--- src/rtl/fwp_pkg.sv ---
package fwp_pkg;

  typedef enum logic {
    OP_PROGRAM = 1'b0,
    OP_ERASE   = 1'b1
  } flash_op_e;

  typedef enum logic {
    CHK_DATA   = 1'b0,
    CHK_TOGGLE = 1'b1
  } check_mode_e;

  typedef enum logic [1:0] {
    PORT_IDLE = 2'd0,
    PORT_REQ  = 2'd1,
    PORT_RSP  = 2'd2
  } port_state_e;

  typedef struct packed {
    flash_op_e   op;
    check_mode_e mode;
  } poll_cfg_t;

endpackage

--- src/rtl/fwp_req_port.sv ---
module fwp_req_port
  import fwp_pkg::*;
#(
  parameter int unsigned ADDR_W = 24
) (
  input  logic              clk,
  input  logic              rst_n,
  input  logic              launch,
  input  logic [ADDR_W-1:0] addr,
  output logic              req_valid,
  input  logic              req_ready,
  output logic [ADDR_W-1:0] req_addr,
  input  logic              rsp_valid,
  output logic              rsp_ready,
  output logic              rsp_fire
);

  port_state_e st_q;

  assign req_valid = (st_q == PORT_REQ);
  assign rsp_ready = (st_q == PORT_RSP);
  assign rsp_fire  = rsp_ready && rsp_valid;
  assign req_addr  = addr;

  always_ff @(posedge clk) begin
    if (!rst_n) begin
      st_q <= PORT_IDLE;
    end else begin
      unique case (st_q)
        PORT_IDLE: if (launch) st_q <= PORT_REQ;
        PORT_REQ:  if (req_ready) st_q <= PORT_RSP;
        PORT_RSP:  if (rsp_valid) st_q <= launch ? PORT_REQ : PORT_IDLE;
        default:   st_q <= PORT_IDLE;
      endcase
    end
  end

  // a request waiting on ready keeps its valid and address
  p_req_hold_r3: assert property (@(posedge clk) disable iff (!rst_n)
    req_valid && !req_ready |=> req_valid && $stable(req_addr));

  // the controller only launches when no read is in flight
  p_launch_legal_r3: assert property (@(posedge clk) disable iff (!rst_n)
    launch |-> (st_q == PORT_IDLE) || rsp_fire);

endmodule

--- src/rtl/fwp_status_eval.sv ---
module fwp_status_eval
  import fwp_pkg::*;
#(
  parameter int unsigned DATA_W   = 16,
  parameter int unsigned POLL_BIT = 7,
  parameter int unsigned TOG_BIT  = 6
) (
  input  logic              clk,
  input  logic              rst_n,
  input  logic              clear,
  input  logic              sample,
  input  logic [DATA_W-1:0] data,
  input  poll_cfg_t         cfg,
  input  logic              exp_bit,
  output logic              complete
);

  logic have_prev_q;
  logic prev_tog_q;
  logic poll_bit;
  logic tog_bit;
  logic data_ok;
  logic tog_ok;

  assign poll_bit = data[POLL_BIT];
  assign tog_bit  = data[TOG_BIT];

  always_comb begin
    if (cfg.op == OP_PROGRAM) data_ok = (poll_bit == exp_bit);
    else                      data_ok = poll_bit;
  end

  assign tog_ok   = have_prev_q && (tog_bit == prev_tog_q);
  assign complete = (cfg.mode == CHK_TOGGLE) ? tog_ok : data_ok;

  always_ff @(posedge clk) begin
    if (!rst_n) begin
      have_prev_q <= 1'b0;
      prev_tog_q  <= 1'b0;
    end else if (clear) begin
      have_prev_q <= 1'b0;
    end else if (sample) begin
      have_prev_q <= 1'b1;
      prev_tog_q  <= tog_bit;
    end
  end

  logic unused_bits;
  assign unused_bits = ^{data};

endmodule

--- src/rtl/fwp_poll_ctrl.sv ---
module fwp_poll_ctrl #(
  parameter int unsigned MAX_POLLS = 1024
) (
  input  logic clk,
  input  logic rst_n,
  input  logic start,
  input  logic rsp_fire,
  input  logic complete,
  output logic accept,
  output logic launch,
  output logic busy,
  output logic done,
  output logic err
);

  localparam int unsigned CNT_W = (MAX_POLLS > 1) ? $clog2(MAX_POLLS) : 1;
  localparam logic [CNT_W-1:0] LIMIT = CNT_W'(MAX_POLLS - 1);

  logic             busy_q;
  logic             conf_q;
  logic [CNT_W-1:0] cnt_q;
  logic             done_q;
  logic             err_q;
  logic             confirmed;
  logic             exhausted;

  assign accept    = start && !busy_q;
  assign confirmed = busy_q && rsp_fire && complete && conf_q;
  assign exhausted = busy_q && rsp_fire && !confirmed && (cnt_q == LIMIT);
  assign launch    = accept || (busy_q && rsp_fire && !confirmed && !exhausted);

  assign busy = busy_q;
  assign done = done_q;
  assign err  = err_q;

  always_ff @(posedge clk) begin
    if (!rst_n) begin
      busy_q <= 1'b0;
      conf_q <= 1'b0;
      cnt_q  <= '0;
      done_q <= 1'b0;
      err_q  <= 1'b0;
    end else begin
      done_q <= 1'b0;
      err_q  <= 1'b0;
      if (accept) begin
        busy_q <= 1'b1;
        conf_q <= 1'b0;
        cnt_q  <= '0;
      end else if (confirmed) begin
        busy_q <= 1'b0;
        done_q <= 1'b1;
      end else if (exhausted) begin
        busy_q <= 1'b0;
        err_q  <= 1'b1;
      end else if (busy_q && rsp_fire) begin
        cnt_q  <= cnt_q + 1'b1;
        conf_q <= complete;
      end
    end
  end

  // the two result pulses never overlap
  p_pulse_excl_r10: assert property (@(posedge clk) disable iff (!rst_n)
    done_q |-> !err_q);

  // done lasts one cycle
  p_done_single_r10: assert property (@(posedge clk) disable iff (!rst_n)
    done_q |=> !done_q);

  // done follows a completing response while a confirmation was pending
  p_done_cause_r7: assert property (@(posedge clk) disable iff (!rst_n)
    done_q |-> $past(rsp_fire && complete && conf_q));

  // the error follows the response that used up the read budget
  p_err_at_limit_r9: assert property (@(posedge clk) disable iff (!rst_n)
    err_q |-> $past(rsp_fire && cnt_q == LIMIT));

  // a start while busy leaves the read count alone
  p_start_ignored_r2: assert property (@(posedge clk) disable iff (!rst_n)
    busy_q && start && !rsp_fire |=> busy_q && $stable(cnt_q));

endmodule

--- src/rtl/fwp_poller.sv ---
module fwp_poller
  import fwp_pkg::*;
#(
  parameter int unsigned ADDR_W    = 24,
  parameter int unsigned DATA_W    = 16,
  parameter int unsigned MAX_POLLS = 1024,
  parameter int unsigned POLL_BIT  = 7,
  parameter int unsigned TOG_BIT   = 6
) (
  input  logic              clk,
  input  logic              rst_n,
  input  logic              start_i,
  input  logic              op_i,
  input  logic              mode_i,
  input  logic [ADDR_W-1:0] addr_i,
  input  logic [DATA_W-1:0] exp_data_i,
  output logic              busy_o,
  output logic              done_o,
  output logic              err_o,
  output logic              rd_req_valid_o,
  input  logic              rd_req_ready_i,
  output logic [ADDR_W-1:0] rd_req_addr_o,
  input  logic              rd_rsp_valid_i,
  output logic              rd_rsp_ready_o,
  input  logic [DATA_W-1:0] rd_rsp_data_i
);

  poll_cfg_t         cfg_q;
  logic [ADDR_W-1:0] addr_q;
  logic              exp_bit_q;
  logic              accept;
  logic              launch;
  logic              rsp_fire;
  logic              complete;

  always_ff @(posedge clk) begin
    if (!rst_n) begin
      cfg_q     <= '{op: OP_PROGRAM, mode: CHK_DATA};
      addr_q    <= '0;
      exp_bit_q <= 1'b0;
    end else if (accept) begin
      cfg_q.op   <= flash_op_e'(op_i);
      cfg_q.mode <= check_mode_e'(mode_i);
      addr_q     <= addr_i;
      exp_bit_q  <= exp_data_i[POLL_BIT];
    end
  end

  fwp_poll_ctrl #(
    .MAX_POLLS (MAX_POLLS)
  ) u_ctrl (
    .clk      (clk),
    .rst_n    (rst_n),
    .start    (start_i),
    .rsp_fire (rsp_fire),
    .complete (complete),
    .accept   (accept),
    .launch   (launch),
    .busy     (busy_o),
    .done     (done_o),
    .err      (err_o)
  );

  fwp_req_port #(
    .ADDR_W (ADDR_W)
  ) u_port (
    .clk       (clk),
    .rst_n     (rst_n),
    .launch    (launch),
    .addr      (addr_q),
    .req_valid (rd_req_valid_o),
    .req_ready (rd_req_ready_i),
    .req_addr  (rd_req_addr_o),
    .rsp_valid (rd_rsp_valid_i),
    .rsp_ready (rd_rsp_ready_o),
    .rsp_fire  (rsp_fire)
  );

  fwp_status_eval #(
    .DATA_W   (DATA_W),
    .POLL_BIT (POLL_BIT),
    .TOG_BIT  (TOG_BIT)
  ) u_eval (
    .clk      (clk),
    .rst_n    (rst_n),
    .clear    (accept),
    .sample   (rsp_fire),
    .data     (rd_rsp_data_i),
    .cfg      (cfg_q),
    .exp_bit  (exp_bit_q),
    .complete (complete)
  );

  logic unused_exp;
  assign unused_exp = ^{exp_data_i};

  // no read traffic while idle
  p_idle_quiet_r1: assert property (@(posedge clk) disable iff (!rst_n)
    !busy_o |-> !rd_req_valid_o && !rd_rsp_ready_o);

  // every request carries the latched address
  p_req_addr_r3: assert property (@(posedge clk) disable iff (!rst_n)
    rd_req_valid_o && busy_o && $past(busy_o) |-> $stable(addr_q));

  // a result pulse coincides with idle
  p_pulse_idle_r10: assert property (@(posedge clk) disable iff (!rst_n)
    done_o || err_o |-> !busy_o);

endmodule

--- config.mk ---
export PLATFORM = sky130hd
export DESIGN_NAME = fwp_poller
export DESIGN_NICKNAME = d
export VERILOG_FILES = /design/src/rtl/fwp_pkg.sv /design/src/rtl/fwp_req_port.sv /design/src/rtl/fwp_status_eval.sv /design/src/rtl/fwp_poll_ctrl.sv /design/src/rtl/fwp_poller.sv
export SDC_FILE = /design/constraint.sdc
export NUM_CORES = 1
export LEC_CHECK = 0
export ABC_AREA = 1
export CORE_ASPECT_RATIO = 1.25
export CORE_MARGIN = 5
export CORE_UTILIZATION = 65
export CTS_BUF_LIST = sky130_fd_sc_hd__clkbuf_4 sky130_fd_sc_hd__clkbuf_8
export CTS_CLUSTER_DIAMETER = 80
export CTS_CLUSTER_SIZE = 24
export DETAILED_ROUTE_END_ITERATION = 7
export DONT_BUFFER_PORTS = 1
export PLACE_DENSITY = 0.78
export SLEW_MARGIN = 20
export SYNTH_ARGS = -nofsm -noshare
export SYNTH_HDL_FRONTEND = slang
export SYNTH_HIERARCHICAL = 1
export SYNTH_SLANG_ARGS = --single-unit
--- constraint.sdc ---
create_clock -name clk -period 3.33 [get_ports clk]
set_input_delay 0.1665 -clock clk [delete_from_list [all_inputs] [get_ports clk]]
set_output_delay 0.1665 -clock clk [all_outputs]
set_load 0.02 [all_outputs]
==> After elaboration in Yosys (flattened, before gate mapping) <==
Index checks and enable logic that the tools add are counted.
W data, S select, Z words.
{ "totals": {"ff_bits": 45, "elab_cells": 57} }
{ "classes": {"n_addsub": 1, "eq_ne": 8, "n_mux": 12, "n_bitwise": 4, "reduce_logical": 20} }
{ "op_table": {"columns": ["operator", "n"], "rows": [
  ["$add A10 B1 Y10 const B", 1],
  ["$eq A10 B10 Y1 const B", 1],
  ["$logic_and A1 B1 Y1", 9],
  ["$mux W1", 8],
  ["$mux W2", 3],
  ["$pmux W2 S3", 1],
  ["$reduce_and A3 Y1", 2],
  ["$ne A2 B1 Y1 const B", 2],
  ["$not A1 Y1", 4],
  ["$logic_not A1 Y1", 3],
  ["$reduce_bool A3 Y1", 1],
  ["$reduce_or A3 Y1", 1],
  ["$eq A1 B1 Y1", 2],
  ["$eq A2 B1 Y1 const B", 1],
  ["$eq A2 B2 Y1 const B", 1],
  ["$logic_not A2 Y1", 1],
  ["$ne A2 B2 Y1 const B", 1],
  ["$reduce_and A2 Y1", 1],
  ["$reduce_or A2 Y1", 1],
  ["$logic_or A1 B1 Y1", 1]
]} }

==> Longest topological paths before layout <==
{ "depth": {"ltp_word": 14, "mapped_depth": 12} }

==> By module <==
Netlist, hierarchy kept.
{ "by_module_without_submodules": {"columns": ["module", "n_inst", "cells_each", "area_each_um2", "seq_area_each_um2"], "rows": [
  ["fwp_poller", 1, 171, 1168.6, 540.5],
  ["fwp_poll_ctrl", 1, 115, 787.0, 280.3],
  ["fwp_req_port", 1, 42, 301.5, 40.0],
  ["fwp_status_eval", 1, 20, 120.1, 40.0]
]} }

==> Worst setup path before layout <==
No wires, ideal clock.
{ "synth_path": {"kind": "register to register", "startpoint": "reg u_port.st_q[1]", "endpoint": "reg u_port.st_q[0]", "setup_time_ns": 0.066, "arrival_ns": 1.476, "required_time_ns": 3.264, "path_slack_ns": 1.788, "stages_incl_launch_ff": 12, "period_less_slack_ns": 1.542, "cell_sequence": "dfxtp_1 nand2_1 nor2_1 nand2_1 a21oi_4 nand2_4 buf_8 nand2_1 inv_1 nor2_1 nand2_1 a21oi_2"} }
{ "synth_between": {"elab_chain_len": 14, "word_cells_on_any_way": 20} }
{ "synth_lines": {"columns": ["element", "line", "source"], "rows": [
  ["from (decl)", "fwp_req_port.sv:18", "port_state_e st_q;"],
  ["from (signal assigned)", "fwp_req_port.sv:32", "PORT_RSP: if (rsp_valid) st_q <= launch ? PORT_REQ : PORT_IDLE;"],
  ["$eq A2 B2 Y1 (*)", "fwp_req_port.sv:21", "assign rsp_ready = (st_q == PORT_RSP);"],
  ["$logic_and A1 B1 Y1 (*)", "fwp_req_port.sv:22", "assign rsp_fire = rsp_ready && rsp_valid;"],
  ["net rsp_fire", "fwp_poller.sv:33", "logic rsp_fire;"],
  ["$logic_and A1 B1 Y1 (*)", "fwp_poll_ctrl.sv:28, fwp_poll_ctrl.sv:29, fwp_poll_ctrl.sv:30", null],
  ["$logic_and A1 B1 Y1 (2 in series)", "fwp_poll_ctrl.sv:28", "assign confirmed = busy_q && rsp_fire && complete && conf_q;"],
  ["$logic_not A1 Y1", "fwp_poll_ctrl.sv:29, fwp_poll_ctrl.sv:30", null],
  ["$logic_and A1 B1 Y1 (*)", "fwp_poll_ctrl.sv:29, fwp_poll_ctrl.sv:30", null],
  ["$logic_and A1 B1 Y1", "fwp_poll_ctrl.sv:29", "assign exhausted = busy_q && rsp_fire && !confirmed && (cnt_q == LIMIT);"],
  ["$logic_not A1 Y1", "fwp_poll_ctrl.sv:30", "assign launch = accept || (busy_q && rsp_fire && !confirmed && !exhausted);"],
  ["$logic_and A1 B1 Y1 (*)", "fwp_poll_ctrl.sv:30", null],
  ["$logic_or A1 B1 Y1 (*)", "fwp_poll_ctrl.sv:30", null],
  ["net launch", "fwp_poller.sv:32", "logic launch;"],
  ["$mux W1", "fwp_req_port.sv:32", null],
  ["$mux W2", "fwp_req_port.sv:32", null],
  ["$pmux W2 S3", "fwp_req_port.sv:29", "unique case (st_q)"]
]} }
Mark *: on every way through the listed nets, which the timed path passes. The rest lies on a longest branch. The select of a mux whose other input is x is not followed.
A chain may end at the register's enable or synchronous reset.

==> Worst setup path after layout <==
{ "layout_path": {"startpoint": "reg u_port.st_q[0]", "endpoint": "reg u_ctrl.cnt_q[3]"} }
{ "layout_between": {"elab_chain_len": 10, "word_cells_on_any_way": 11} }
{ "layout_lines": {"columns": ["element", "line", "source"], "rows": [
  ["$eq A2 B2 Y1 (*)", "fwp_req_port.sv:21", null],
  ["$logic_and A1 B1 Y1 (*)", "fwp_req_port.sv:22", null],
  ["net rsp_fire", "fwp_poller.sv:33", null],
  ["$logic_and A1 B1 Y1 (*)", "fwp_poll_ctrl.sv:28, fwp_poll_ctrl.sv:29, fwp_poll_ctrl.sv:56", null],
  ["$logic_and A1 B1 Y1 (2 in series)", "fwp_poll_ctrl.sv:28", null],
  ["$logic_not A1 Y1", "fwp_poll_ctrl.sv:29", null],
  ["$logic_and A1 B1 Y1 (2 in series)", "fwp_poll_ctrl.sv:29", null],
  ["$not A1 Y1 (no source line)", null, null],
  ["$reduce_and A3 Y1 (no source line) (*)", null, null],
  ["to (signal assigned)", "fwp_poll_ctrl.sv:57", "cnt_q <= cnt_q + 1'b1;"],
  ["to (decl)", "fwp_poll_ctrl.sv:21", "logic [CNT_W-1:0] cnt_q;"]
]} }
Mark *: on every way through the listed nets, which the timed path passes. The rest lies on a longest branch.

==> results.yml <==
run_status:
  status: "complete, no violations"
clock_network:
  clk_path_buf_depth: 2
  clock_sinks: 45
  clkLatencyLatePin_ps: 290
  cts_setup_buffers: 0
  clockRootBuffer: "clkbuf_8"
  path_clk_slew_ps: 80
  cts_tree: "built"
  numCtsBuffers: 5
  cts-htree-levels: 2
sta:
  final.period_utilization: 0.571
  skew_ps: 2.57
  max-slew-margin-rel: 0.341
  period_minus_slack_ps: 1900
  slew_viol_final: 0
  hold_violations: 0
  finalSetupViolations: 0
  worstMarginPinSlew_ps: 986
  rsz0062_at_grt: "no"
  fmax_ghz: 0.526
  fin_setup_tns_ps: 0
synth:
  synth_compound_area_frac: 0.0532
  synth_xor_area_frac: 0.0111
  syn_avg_cell_area_um2: 6.83
  synth.area.mux_share: 0
  synthCells: 348
  synth_top_family_by_area: "simple AND/OR/NAND/NOR gates"
  synthAdderAreaFrac: 0.00526
  ys_warn_count: 6
  ys_seq_area_frac: 0.379
  syn-cell-area_um2: 2380
  ys_ff_latch: 45
  synth_cell_types: 26
  synthSimpleGateAreaFrac: 0.336
  synth_fp_nets: 412
detailed_routing:
  num_vias: 1753
  initialDrtViolationCount: 75
  dr.pass1.iters: 4
  drc: 0
  drt.antenna.violating_nets: 0
  via_per_inst: 4.83
  wl_per_cell_um: 11.2
  routed_wl_mm: 4.06
grt:
  track_usage: 0.173
  grt_pass1_vias: 1596
  grt_max_degree: 57
  grt_pass1_wl_mm: 7.02
  grt-ovfl-total: 0
  antenna_found_initial: 0
worst_setup_path:
  worst-path-max-fanout: 8
  path_class: "flip-flop to flip-flop"
  worstPathCellList: "inv_2, nand2_1, nor2_1, nand2_1, a21oi_4, inv_1, a21oi_2, nand2_1, a21oi_1"
  reg2reg_depth: 9
  cp-end-kind: "flip-flop"
  worst-endpoint-required_ps: 3550
  cp_common_cell: "nand2_1"
  cp.arrival_ps: 2120
  cpMaxStageDelayCell: "a21oi_2"
  startpoint_type: "flip-flop"
  slowest_delay_ps: 350
layout:
  diodes: 0
  final_util: 0.640
  drive_above_1_share: 0.0710
  final.fill_count: 319
  syn2layout_area_growth_pct: -5.37
  finalNetCount: 387
placement:
  dp_hpwl_mm: 2.79
  portBuffers: 0
  place_congestion: 0.815
floorplan:
  die_height_um: 77.6
  floorplan.rows: 24
  initial_core_util: 0.677
  dieArea_um2: 4970
  die_w_um: 64.1
  pin_count: 92
  core-area_um2: 3510
power_and_ir_drop:
  power_density_nw_per_um2: 512
  p_leak_nw: 1.13
  peakVddDrop_v: 0.000451
run:
  drv_cap: 0
min_path:
  hold_path_class: "input pin to flip-flop"
  min_delay_path_depth: 2
-- synth_stat cells --
master    number  area, µm²
nor2_4         2       22.5
nor3_4         1       16.3
nand4_1        4       25.0
nor3_1         2       10.0
clkbuf_8       1       13.8
o21ai_0        5       25.0
a21oi_4        1       16.3
nand2_2        2       12.5
buf_6          4       45.0
nor2_2         1       6.26
o21bai_1       1       7.51
a31oi_1        1       6.26
inv_1         51        191
inv_2          2       7.51
nor2_1        73        274
nand2_4        2       22.5
a21oi_1        9       45.0
nand2_1       94        353
or2_0          1       6.26
a21oi_2        3       26.3
buf_8          5       75.1
nand3_1       10       50.1
dfxtp_1       45        901
ha_1           1       12.5
buf_4         24        180
xor2_1         3       26.3
-- logic make-up (layout without fill, tap and decap cells) --
group           count (synthesis)  in the layout
compound gates                 20             20
xor+xnor                        3              3
fa+ha+maj                       1              1
buf+inv                        87             63
flops                          45             45
simple gates                  192            192
-- area by class of cell --
cell class	instances	area [µm²]	area share
inverter	53	199	0.0884
timing repair buffer	2	17.5	0.00779
clock buffer	7	90.1	0.0400
clock inverter	1	30.0	0.0133
tap	39	48.8	0.0217
sequential	45	901	0.400
multi-input combinational	216	963	0.428
-- stage by stage --
stage | cell area (µm²) | std cells | hold WS (ps) | power [mW] | setup WS [ps]
2_1_floorplan | 2380 | 348 | 287 | 0.768 | 1790
3_3_place_gp | 2120 | 354 | 290 | 0.730 | 1540
3_5_place_dp | 2120 | 354 | 296 | 0.733 | 1490
4_1_cts | 2250 | 363 | 8.57 | 1.17 | 1450
5_1_grt | 2250 | 363 | 11.0 | 1.22 | 1140
6_report | 2250 | 363 | 19.8 | 1.15 | 1430
-- flip-flops by register name, indices dropped and copies added, names as in the netlist --
name                cells
addr_q                 24
u_ctrl/cnt_q           10
cfg_q                   2
u_port/st_q             2
exp_bit_q               1
u_ctrl/busy             1
u_ctrl/conf_q           1
u_ctrl/done             1
u_ctrl/err              1
u_eval/have_prev_q      1
u_eval/prev_tog_q       1
-- path summary, 6_finish.rpt --
| check | start | slack [ps] | end |
|---|---|---|---|
| min | rst_n | 20 | u_ctrl/busy |
| min reg2reg | cfg_q[0] | 500 | cfg_q[0] |
| max reg2reg | u_port/st_q[0] | 1430 | u_ctrl/cnt_q[3] |
| max | u_port/st_q[0] | 1430 | u_ctrl/cnt_q[3] |
-- layout by cell type (no fill, tap or decap), types with 2 or more instances in the layout --
master | synthesis | routed
o21ai_0 | 5 | 5
nor3_1 | 2 | 2
nor2_1 | 73 | 73
xor2_1 | 3 | 3
clkbuf_8 | 1 | 6
a21oi_1 | 9 | 9
nand4_1 | 4 | 4
nand3_1 | 10 | 10
nand2_4 | 2 | 2
nand2_1 | 94 | 94
dfxtp_1 | 45 | 45
inv_1 | 51 | 50
nor2_4 | 2 | 2
inv_2 | 2 | 2
a21oi_2 | 3 | 3
nand2_2 | 2 | 2
-- critical path: cells and delay by family (launching register included) --
kind / cells / cell delay (ps)
and+or+nand+nor: 4 / 600
DFF: 1 / 330
AOI/OAI and AO/OA: 3 / 730
buffers and inverters: 2 / 160
-- layer usage --
layer  up-vias  GRT usage  routed length [µm]
met5         -          0                   0
met4         0     0.0754                  53
met3         6     0.0564                 266
met2        46      0.288                1960
met1       745      0.201                1780
li1        956          -                   -
-- power breakdown --
part | internal, mW | total (mW) | switching (mW)
registers | 0.568 | 0.620 | 0.0512
logic | 0.0367 | 0.105 | 0.0682
clock network | 0.253 | 0.427 | 0.174
-- repair_timing --
| action | in CTS | in global routing |
|---|---|---|
| endpoints found under the setup margin | 0 | 0 |
| gates resized for setup | 0 | 0 |
| endpoints found under the hold margin | 28 | 0 |
| hold buffers | 1 | 0 |
No activity file was read; power rests on OpenSTA's default activity.
